<file path="config.mk">
export PLATFORM = sky130hd
export DESIGN_NAME = kbd_smi_trap
export DESIGN_NICKNAME = d
export VERILOG_FILES = /design/src/rtl/kbd_trap_pkg.sv /design/src/rtl/kbd_io_decode.sv /design/src/rtl/kbd_a20_fsm.sv /design/src/rtl/kbd_trap_regs.sv /design/src/rtl/kbd_smi_trap.sv
export SDC_FILE = /design/constraint.sdc
export NUM_CORES = 1
export LEC_CHECK = 0
export BUFFER_PORTS_ARGS = -buffer_cell sky130_fd_sc_hd__buf_2
export CAP_MARGIN = 25
export CORE_MARGIN = 2
export CORE_UTILIZATION = 43
export DETAILED_ROUTE_END_ITERATION = 6
export PLACE_DENSITY = 0.83
export SKIP_CTS_REPAIR_TIMING = 1
export SYNTH_ARGS = -nofsm -noshare
export SYNTH_HDL_FRONTEND = slang
export SYNTH_SLANG_ARGS = --single-unit
</file>
<file path="constraint.sdc">
create_clock -name clk_i -period 1.8 [get_ports clk_i]
set_clock_uncertainty 0.05 [all_clocks]
set_input_delay 0.36 -clock clk_i [delete_from_list [all_inputs] [get_ports clk_i]]
set_output_delay 0.36 -clock clk_i [all_outputs]
set_load 0.05 [all_outputs]
</file>
<file path="src/rtl/kbd_trap_pkg.sv">
package kbd_trap_pkg;
  localparam int unsigned NUM_EV = 4;  // rd60, wr60, rd64, wr64
  localparam int unsigned EV_RD_DATA = 0;
  localparam int unsigned EV_WR_DATA = 1;
  localparam int unsigned EV_RD_CMD  = 2;
  localparam int unsigned EV_WR_CMD  = 3;

  localparam int unsigned BIT_USB_EN = 4;
  localparam int unsigned BIT_PT_EN  = 5;
  localparam int unsigned BIT_PT_ACT = 6;
  localparam int unsigned BIT_END_EN = 7;
  localparam int unsigned BIT_STS_LO = 8;

  typedef enum logic [1:0] {
    PT_IDLE   = 2'd0,
    PT_ARMED  = 2'd1,
    PT_LOADED = 2'd2
  } pt_state_e;
endpackage

</file>
<file path="src/rtl/kbd_io_decode.sv">
module kbd_io_decode
  import kbd_trap_pkg::*;
#(
  parameter int unsigned ADDR_W    = 16,
  parameter logic [ADDR_W-1:0] DATA_PORT = 'h60,
  parameter logic [ADDR_W-1:0] CMD_PORT  = 'h64
) (
  input  logic              io_valid_i,
  input  logic              io_write_i,
  input  logic [ADDR_W-1:0] io_addr_i,
  output logic [NUM_EV-1:0] ev_o
);
  // event index: bit1 selects command port, bit0 selects write
  for (genvar i = 0; i < NUM_EV; i++) begin : g_ev
    localparam logic [ADDR_W-1:0] PORT = (i / 2 == 1) ? CMD_PORT : DATA_PORT;
    localparam logic IS_WR = (i % 2 == 1);
    assign ev_o[i] = io_valid_i && (io_write_i == IS_WR) && (io_addr_i == PORT);
  end
endmodule

</file>
<file path="src/rtl/kbd_a20_fsm.sv">
module kbd_a20_fsm
  import kbd_trap_pkg::*;
#(
  parameter int unsigned DATA_W  = 8,
  parameter logic [DATA_W-1:0] CMD_OPEN  = 'hD1,
  parameter logic [DATA_W-1:0] CMD_CLOSE = 'hFF
) (
  input  logic              clk_i,
  input  logic              rst_ni,
  input  logic              pt_en_i,
  input  logic              pt_off_i,
  input  logic [NUM_EV-1:0] ev_i,
  input  logic [DATA_W-1:0] data_i,
  output logic              active_o,
  output logic              suppress_o,
  output logic              complete_o
);
  pt_state_e state_q, state_d;
  logic any_ev, wr_cmd, wr_data;
  logic complete_raw;

  assign any_ev  = |ev_i;
  assign wr_cmd  = ev_i[EV_WR_CMD];
  assign wr_data = ev_i[EV_WR_DATA];

  always_comb begin
    state_d      = state_q;
    suppress_o   = 1'b0;
    complete_raw = 1'b0;
    if (pt_en_i) begin
      unique case (state_q)
        PT_IDLE: begin
          if (wr_cmd && data_i == CMD_OPEN) begin
            state_d    = PT_ARMED;
            suppress_o = 1'b1;
          end
        end
        PT_ARMED: begin
          if (wr_data) begin
            state_d    = PT_LOADED;
            suppress_o = 1'b1;
          end else if (any_ev) begin
            state_d = PT_IDLE;
          end
        end
        PT_LOADED: begin
          if (wr_cmd && data_i == CMD_CLOSE) begin
            state_d      = PT_IDLE;
            suppress_o   = 1'b1;
            complete_raw = 1'b1;
          end else if (any_ev) begin
            state_d = PT_IDLE;
          end
        end
        default: state_d = PT_IDLE;
      endcase
    end
    if (pt_off_i) state_d = PT_IDLE;
  end

  assign complete_o = complete_raw && !pt_off_i;
  assign active_o   = (state_q != PT_IDLE);

  always_ff @(posedge clk_i or negedge rst_ni) begin
    if (!rst_ni) state_q <= PT_IDLE;
    else         state_q <= state_d;
  end
endmodule

</file>
<file path="src/rtl/kbd_trap_regs.sv">
module kbd_trap_regs
  import kbd_trap_pkg::*;
#(
  parameter int unsigned REG_W = 16
) (
  input  logic              clk_i,
  input  logic              rst_ni,
  input  logic              reg_we_i,
  input  logic [REG_W-1:0]  reg_wdata_i,
  input  logic [NUM_EV-1:0] ev_i,
  input  logic              suppress_i,
  input  logic              active_i,
  input  logic              complete_i,
  input  logic              usb_irq_i,
  output logic              pt_en_o,
  output logic              pt_off_o,
  output logic [REG_W-1:0]  reg_rdata_o,
  output logic              smi_o
);
  localparam int unsigned STS_HI = BIT_STS_LO + NUM_EV - 1;

  logic [NUM_EV-1:0] trap_en_q, status_q, status_clr, trap_ev;
  logic usb_en_q, pt_en_q, end_en_q;
  logic deferred_q, end_pend_q;
  logic cause, end_clr;
  logic unused_wdata;

  assign trap_ev    = ev_i & ~{NUM_EV{suppress_i}};
  assign status_clr = reg_we_i ? reg_wdata_i[STS_HI:BIT_STS_LO] : '0;
  assign pt_off_o   = reg_we_i && !reg_wdata_i[BIT_PT_EN];
  assign end_clr    = reg_we_i && !reg_wdata_i[BIT_END_EN];
  assign pt_en_o    = pt_en_q;

  assign cause = (|(status_q & trap_en_q)) || (usb_en_q && usb_irq_i);
  assign smi_o = !active_i && (cause || end_pend_q);

  always_ff @(posedge clk_i or negedge rst_ni) begin
    if (!rst_ni) begin
      trap_en_q  <= '0;
      usb_en_q   <= 1'b0;
      pt_en_q    <= 1'b0;
      end_en_q   <= 1'b0;
      status_q   <= '0;
      deferred_q <= 1'b0;
      end_pend_q <= 1'b0;
    end else begin
      if (reg_we_i) begin
        trap_en_q <= reg_wdata_i[NUM_EV-1:0];
        usb_en_q  <= reg_wdata_i[BIT_USB_EN];
        pt_en_q   <= reg_wdata_i[BIT_PT_EN];
        end_en_q  <= reg_wdata_i[BIT_END_EN];
      end
      // set wins over write-1 clear
      status_q <= (status_q & ~status_clr) | trap_ev;
      // cause seen while sequence is active; dropped when sequence leaves
      if (active_i) deferred_q <= deferred_q | cause;
      if (!active_i || complete_i || pt_off_o) deferred_q <= 1'b0;
      if (active_i && (pt_off_o || |ev_i) && !complete_i && !suppress_i) deferred_q <= 1'b0;
      // end-of-pass request: clear wins over set
      if (end_clr)
        end_pend_q <= 1'b0;
      else if (complete_i && end_en_q && (deferred_q || cause))
        end_pend_q <= 1'b1;
    end
  end

  always_comb begin
    reg_rdata_o                         = '0;
    reg_rdata_o[NUM_EV-1:0]             = trap_en_q;
    reg_rdata_o[BIT_USB_EN]             = usb_en_q;
    reg_rdata_o[BIT_PT_EN]              = pt_en_q;
    reg_rdata_o[BIT_PT_ACT]             = active_i;
    reg_rdata_o[BIT_END_EN]             = end_en_q;
    reg_rdata_o[STS_HI:BIT_STS_LO]      = status_q;
  end

  assign unused_wdata = ^{reg_wdata_i[REG_W-1:STS_HI+1], reg_wdata_i[BIT_PT_ACT]};
endmodule

</file>
<file path="src/rtl/kbd_smi_trap.sv">
module kbd_smi_trap
  import kbd_trap_pkg::*;
#(
  parameter int unsigned ADDR_W = 16,
  parameter int unsigned DATA_W = 8,
  parameter int unsigned REG_W  = 16,
  parameter logic [ADDR_W-1:0] DATA_PORT = 'h60,
  parameter logic [ADDR_W-1:0] CMD_PORT  = 'h64,
  parameter logic [DATA_W-1:0] CMD_OPEN  = 'hD1,
  parameter logic [DATA_W-1:0] CMD_CLOSE = 'hFF
) (
  input  logic              clk_i,
  input  logic              rst_ni,
  input  logic              io_valid_i,
  input  logic              io_write_i,
  input  logic [ADDR_W-1:0] io_addr_i,
  input  logic [DATA_W-1:0] io_data_i,
  input  logic              usb_irq_i,
  input  logic              reg_we_i,
  input  logic [REG_W-1:0]  reg_wdata_i,
  output logic [REG_W-1:0]  reg_rdata_o,
  output logic              smi_o
);
  logic [NUM_EV-1:0] ev;
  logic pt_en, pt_off, active, suppress, complete;

  kbd_io_decode #(
    .ADDR_W(ADDR_W), .DATA_PORT(DATA_PORT), .CMD_PORT(CMD_PORT)
  ) u_decode (
    .io_valid_i(io_valid_i),
    .io_write_i(io_write_i),
    .io_addr_i (io_addr_i),
    .ev_o      (ev)
  );

  kbd_a20_fsm #(
    .DATA_W(DATA_W), .CMD_OPEN(CMD_OPEN), .CMD_CLOSE(CMD_CLOSE)
  ) u_fsm (
    .clk_i     (clk_i),
    .rst_ni    (rst_ni),
    .pt_en_i   (pt_en),
    .pt_off_i  (pt_off),
    .ev_i      (ev),
    .data_i    (io_data_i),
    .active_o  (active),
    .suppress_o(suppress),
    .complete_o(complete)
  );

  kbd_trap_regs #(.REG_W(REG_W)) u_regs (
    .clk_i      (clk_i),
    .rst_ni     (rst_ni),
    .reg_we_i   (reg_we_i),
    .reg_wdata_i(reg_wdata_i),
    .ev_i       (ev),
    .suppress_i (suppress),
    .active_i   (active),
    .complete_i (complete),
    .usb_irq_i  (usb_irq_i),
    .pt_en_o    (pt_en),
    .pt_off_o   (pt_off),
    .reg_rdata_o(reg_rdata_o),
    .smi_o      (smi_o)
  );
endmodule

</file>
**After elaboration in Yosys (flattened, before gate mapping)**

Cells that the tools add are included.

- Register bits: 15
- Input bits: 46
- Word-level logic and storage cells: 81

- Equal/unequal tests: 7
- Multiplexer cells: 20
- Bitwise operators: 8
- Reductions and logical operators: 38

Operators by type and width:

| operator | count |
|---|---|
| $eq 16x7->1 const B | 2 |
| $logic_and 1x1->1 | 18 |
| $eq 8x8->1 const B | 2 |
| $and 4x4->4 | 3 |
| $mux 2 | 6 |
| $mux 1 | 11 |
| $not 4->4 | 2 |
| $reduce_or 4->1 | 2 |
| $logic_not 1->1 | 6 |
| $logic_or 1x1->1 | 6 |
| $pmux 2 s3 | 1 |
| $reduce_bool 2->1 | 3 |
| $mux 4 | 1 |
| $or 4x4->4 | 1 |
| $ne 3x1->1 const B | 1 |
| $pmux 1 s3 | 1 |
| $reduce_bool 3->1 | 1 |
| $eq 2x1->1 const B | 1 |
| $eq 2x2->1 const B | 1 |
| $logic_not 2->1 | 1 |
| $reduce_and 2->1 | 1 |
| $not 1->1 | 1 |
| $or 1x1->1 | 1 |

**Longest topological paths before layout**

- Word-level depth: 11
- Gate-level depth with buffers: 4

**Cells and area by module**

A second synthesis with hierarchy kept.

- Cells, all modules: 92
- Area, all modules: 917.1 µm²

Modules (own cells, without submodules):

| module | instances | cells each | area an instance (µm²) | seq. area each (µm²) |
|---|---|---|---|---|
| kbd_trap_regs | 1 | 60 | 635.6 | 325.3 |
| kbd_a20_fsm | 1 | 22 | 170.2 | 50.0 |
| kbd_io_decode | 1 | 10 | 111.4 | 0.0 |

**Least setup slack after synthesis**

OpenSTA, ideal clock, no wires.

- Kind: flip-flop to output port
- From: register u_regs.trap_en_q[0]
- To: output port smi_o
- Arrival time: 1.596 ns
- Data required time: 1.390 ns
- Slack: -0.206 ns
- Cell stages (with the launch flop): 5
- Path buffers: 0
- Cells stage by stage: dfrtp_1 -> a222oi_1 -> nand2_1 -> nor2_1 -> nor2_1

- Cells in the longest elaborated chain, start to end: 5

RTL lines:

| element | RTL line | text |
|---|---|---|
| from (decl) | kbd_trap_regs.sv:22 | `logic [NUM_EV-1:0] trap_en_q, status_q, status_clr, trap_ev;` |
| from (signal assigned) | kbd_trap_regs.sv:48 | `trap_en_q <= reg_wdata_i[NUM_EV-1:0];` |
| $and 4x4->4 | kbd_trap_regs.sv:34 | `assign cause = (\|(status_q & trap_en_q)) \|\| (usb_en_q && usb_irq_i);` |
| $reduce_or 4->1 | kbd_trap_regs.sv:34 |  |
| $logic_or 1x1->1 | kbd_trap_regs.sv:34 |  |
| $logic_or 1x1->1 | kbd_trap_regs.sv:35 | `assign smi_o = !active_i && (cause \|\| end_pend_q);` |
| $logic_and 1x1->1 | kbd_trap_regs.sv:35 |  |
| to (decl) | kbd_smi_trap.sv:22 | `output logic smi_o` |

No other way between the ends.

**Final worst setup path**

- From: register u_regs.status_q[0]
- To: output port smi_o

- Cells in the longest elaborated chain, start to end: 5

RTL lines:

| element | RTL line | text |
|---|---|---|
| from (decl) | kbd_trap_regs.sv:22 |  |
| from (signal assigned) | kbd_trap_regs.sv:54 | `status_q <= (status_q & ~status_clr) \| trap_ev;` |
| $and 4x4->4 | kbd_trap_regs.sv:34 |  |
| $reduce_or 4->1 | kbd_trap_regs.sv:34 |  |
| $logic_or 1x1->1 | kbd_trap_regs.sv:34 |  |
| $logic_or 1x1->1 | kbd_trap_regs.sv:35 |  |
| $logic_and 1x1->1 | kbd_trap_regs.sv:35 |  |

No other way between the ends.

==> impl.org <==
** Placed design
- Number of port buffers :: 53
- Placed wire-length estimate :: 1.74 mm
- The congestion estimate from routability-driven global placement came to 0.769.
- Number of cells in the design after placement :: 163

** STA
- Least setup slack across all paths after layout :: -69.7 ps
- Final clock period utilization by the worst path :: 104%
- Derived from the worst setup path, the maximum achievable clock frequency is 535 MHz.
- Number of setup violations in the final report :: 1
- RSZ-0062 raised after global routing :: true
- Fin. Hold Viols :: 0
- For the final routed database, the setup TNS stands at -69.7 ps.
- For the finished layout, the period the worst path requires is 1870 ps.
- The max-slew violation total from the final report is 0.
- Hold is met by 263 ps.

** Logic synthesis
- The most common cell in the synthesized netlist is dfrtp_1.
- Synthesis instantiated 32 different standard cells from the library.
- Most used flip-flop cell after synthesis :: dfrtp_1
- The synthesized design spends more area on one cell type than any other, namely dfrtp_1.
- Post-synthesis register bit count :: 15
- After synthesis, flip-flops and latches occupy 41.3% of the total area.
- A synthesized cell averages 10.4 um^2.
- Largest cells by area after synthesis :: dfrtp_1, mux2_2, buf_4
- For this run, asynchronously set or reset flops after synthesis account for 100%.
- Yosys printed 0 warnings.
- Top cell types by occurrence after synthesis :: dfrtp_1, nand2_1, buf_4, nor2_1, mux2_2
- The share of synthesized area in the top cell type comes to 41.3%.
- Netlist Area Pre-Place :: 908 um^2
- Counting flops with a built-in enable in the synthesized netlist gives 0.
- Synthesized netlist cell count :: 87

** Finish
- The area growth from synthesis to layout is 35.8%.
- Cells fill 62.2% of the core in the end.
- Once layout is complete, the cells apart from fillers number 170.
- The layout has 161 filler cells.
- For this run, the post-layout net count is 190.
- Share of post-route cells with drive strength above 1 :: 53.8%
- Number of antenna repair diodes :: 0

** Drt
- ANT nets after route :: 0
- Detail Route met3 WL :: 68 um
- After detailed routing, the number of vias per cell comes to 4.99.
- DRC violation count after routing :: 0
- Wire length reported by the detailed router :: 2.12 mm
- Dividing the detail-routed wire length by the instance count gives 12.5 um.
- After detailed routing, the wire length on met1 is 938 um.
- The detailed router finished its first iteration with 27 violations.
- DR vias :: 848
- DRT Pass-1 Iters :: 4
- After detailed routing, no signal wire sits above met4.
- Met2 wire length :: 1.10 mm

** Worst setup path
- The worst register-to-register path has a depth of 4.
- Critical path data required time :: 1390 ps
- Data arrival time at the worst-slack endpoint :: 1460 ps
- Crit path capture type :: output pin
- In this run the worst path has a maximum fanout of 3.
- Critical path start-end classification :: reg2out
- The worst setup path is launched from a flip-flop.

** CTS
- TritonCTS built the clock tree.
- Clock Tree Buf Depth :: 2
- Clock slew at reported path FFs :: 90 ps
- Total clock buffers created by CTS :: 3
- For this design, the sink count on the clock tree is 15.
- In this run the number of H-tree levels came out at 1.
- Cell at the root of the clock tree :: clkbuf_4
- At the later pin of the worst-skew pair, clock insertion delay measures 270 ps.

** Pwr
- IR analysis of the VDD net gives a maximum drop of 0.000385 V.
- For this design the static power due to leakage is 0.000618 uW.
- Dividing total power by cell area gives a power density of 684 mW/mm^2.

** GRT
- The number of global-route vias before repair is 840.
- For this run, the total global-route usage over all layers was measured as 18.2%.
- Global-route wire length before repair :: 3.56 mm
- For this run the aggregate overflow at the end of global routing stands at 0.
- Maximum number of pins on one net before global-route repair :: 16
- The initial antenna violation count is 0.

** Floorplanning
- I/O pins :: 63
- Effective utilization at floorplan :: 45.8%
- Full die area :: 0.00250 mm^2
- Standard cell core area :: 0.00198 mm^2
- Height of the die :: 50.0 um
- After floorplanning, the core was divided into 16 placement rows.
- The die is 50.0 um wide.

** Hold path
- The worst hold path was traced through 2 stages.
- Class of the tightest hold or removal check :: in2reg

** Run status
- Failing checks :: setup timing
- Run status :: complete, but fails checks

** Run
- Number of violations of the max-capacitance limit :: 0
[final cells by class]
type | instances | area, um^2 | share of cell area (%)
Clock buffer | 3 | 22.5 | 1.83
Clock inverter | 1 | 5.00 | 0.406
Inverter | 1 | 3.75 | 0.304
Multi-Input combinational cell | 65 | 482 | 39.0
Sequential cell | 15 | 375 | 30.4
Tap cell | 27 | 33.8 | 2.74
Timing Repair Buffer | 58 | 312 | 25.3
[kinds of logic (layout without fill, tap and decap cells)]
family	Yosys count	count (layout)	synth area share [%]
and+or+nand+nor	42	42	31.4
muxes	7	7	8.68
other	1	4	0.413
buffers and inverters	10	63	7.44
AOI/OAI and AO/OA	12	12	10.7
DFF	15	15	41.3
[per-stage QoR]
stage / worst slack (ps) / cell area (um^2) / total power [uW]
global route: -190 / 1230 / 887
global placement: 34.6 / 1170 / 653
detailed placement: 19.9 / 1170 / 659
floorplan: 21.5 / 922 / 586
finish: -69.7 / 1230 / 844
CTS: -136 / 1200 / 845
[where the power goes]
part,switching (uW),total (uW),internal (uW)
clock,103,185,82.2
combinational,180,271,91.0
sequential,26.8,388,361
total,310,844,534
[flip-flops by register name, summed over array words and instances, names as in the netlist]
| name | count |
|---|---|
| u_regs.end_en_q | 1 |
| u_regs.status_q | 4 |
| u_regs.trap_en_q | 4 |
| u_regs.deferred_q | 1 |
| u_regs.usb_en_q | 1 |
| u_regs.pt_en_o | 1 |
| u_fsm.state_q | 2 |
| u_regs.end_pend_q | 1 |
[cells in the final DEF (no fill, tap or decap), types with 3 or more instances in the layout]
cell type / instances
nand2b_1: 3
nor3b_1: 3
conb_1: 4
buf_4: 4
nor2b_1: 4
buf_2: 52
clkbuf_4: 3
dfrtp_1: 15
mux2_2: 7
nor2_1: 6
nand2_1: 10
[routing by layer]
| layer | global-route usage (%) | vias to the layer above |
|---|---|---|
| met2 | 33.1 | 22 |
| met1 | 21.9 | 398 |
| li1 | - | 426 |
| met3 | 2.12 | 2 |
| met4 | 6.48 | 0 |
| met5 | 0 | - |
[worst max-delay path, cell delays in order (launching register included)]
cell and delay [ps]:
dfrtp_1 400, a222oi_1 340, nand2_1 140, nor2_2 130, nor2_2 40, buf_6 140
[worst paths after layout]
kind	from	to	slack (ps)
worst max-delay path	u_regs.status_q[0]	smi_o	-70
worst min-delay path	reg_wdata_i[4]	u_regs.usb_en_q	260
worst max register to register	u_fsm.state_q[1]	u_regs.deferred_q	390
worst min register to register	u_regs.end_pend_q	u_regs.end_pend_q	470
max in group asynchronous	rst_ni	u_fsm.state_q[1]	1000
min in group asynchronous	rst_ni	u_regs.end_en_q	460
Note: power is estimated with default switching activity, not from simulation.
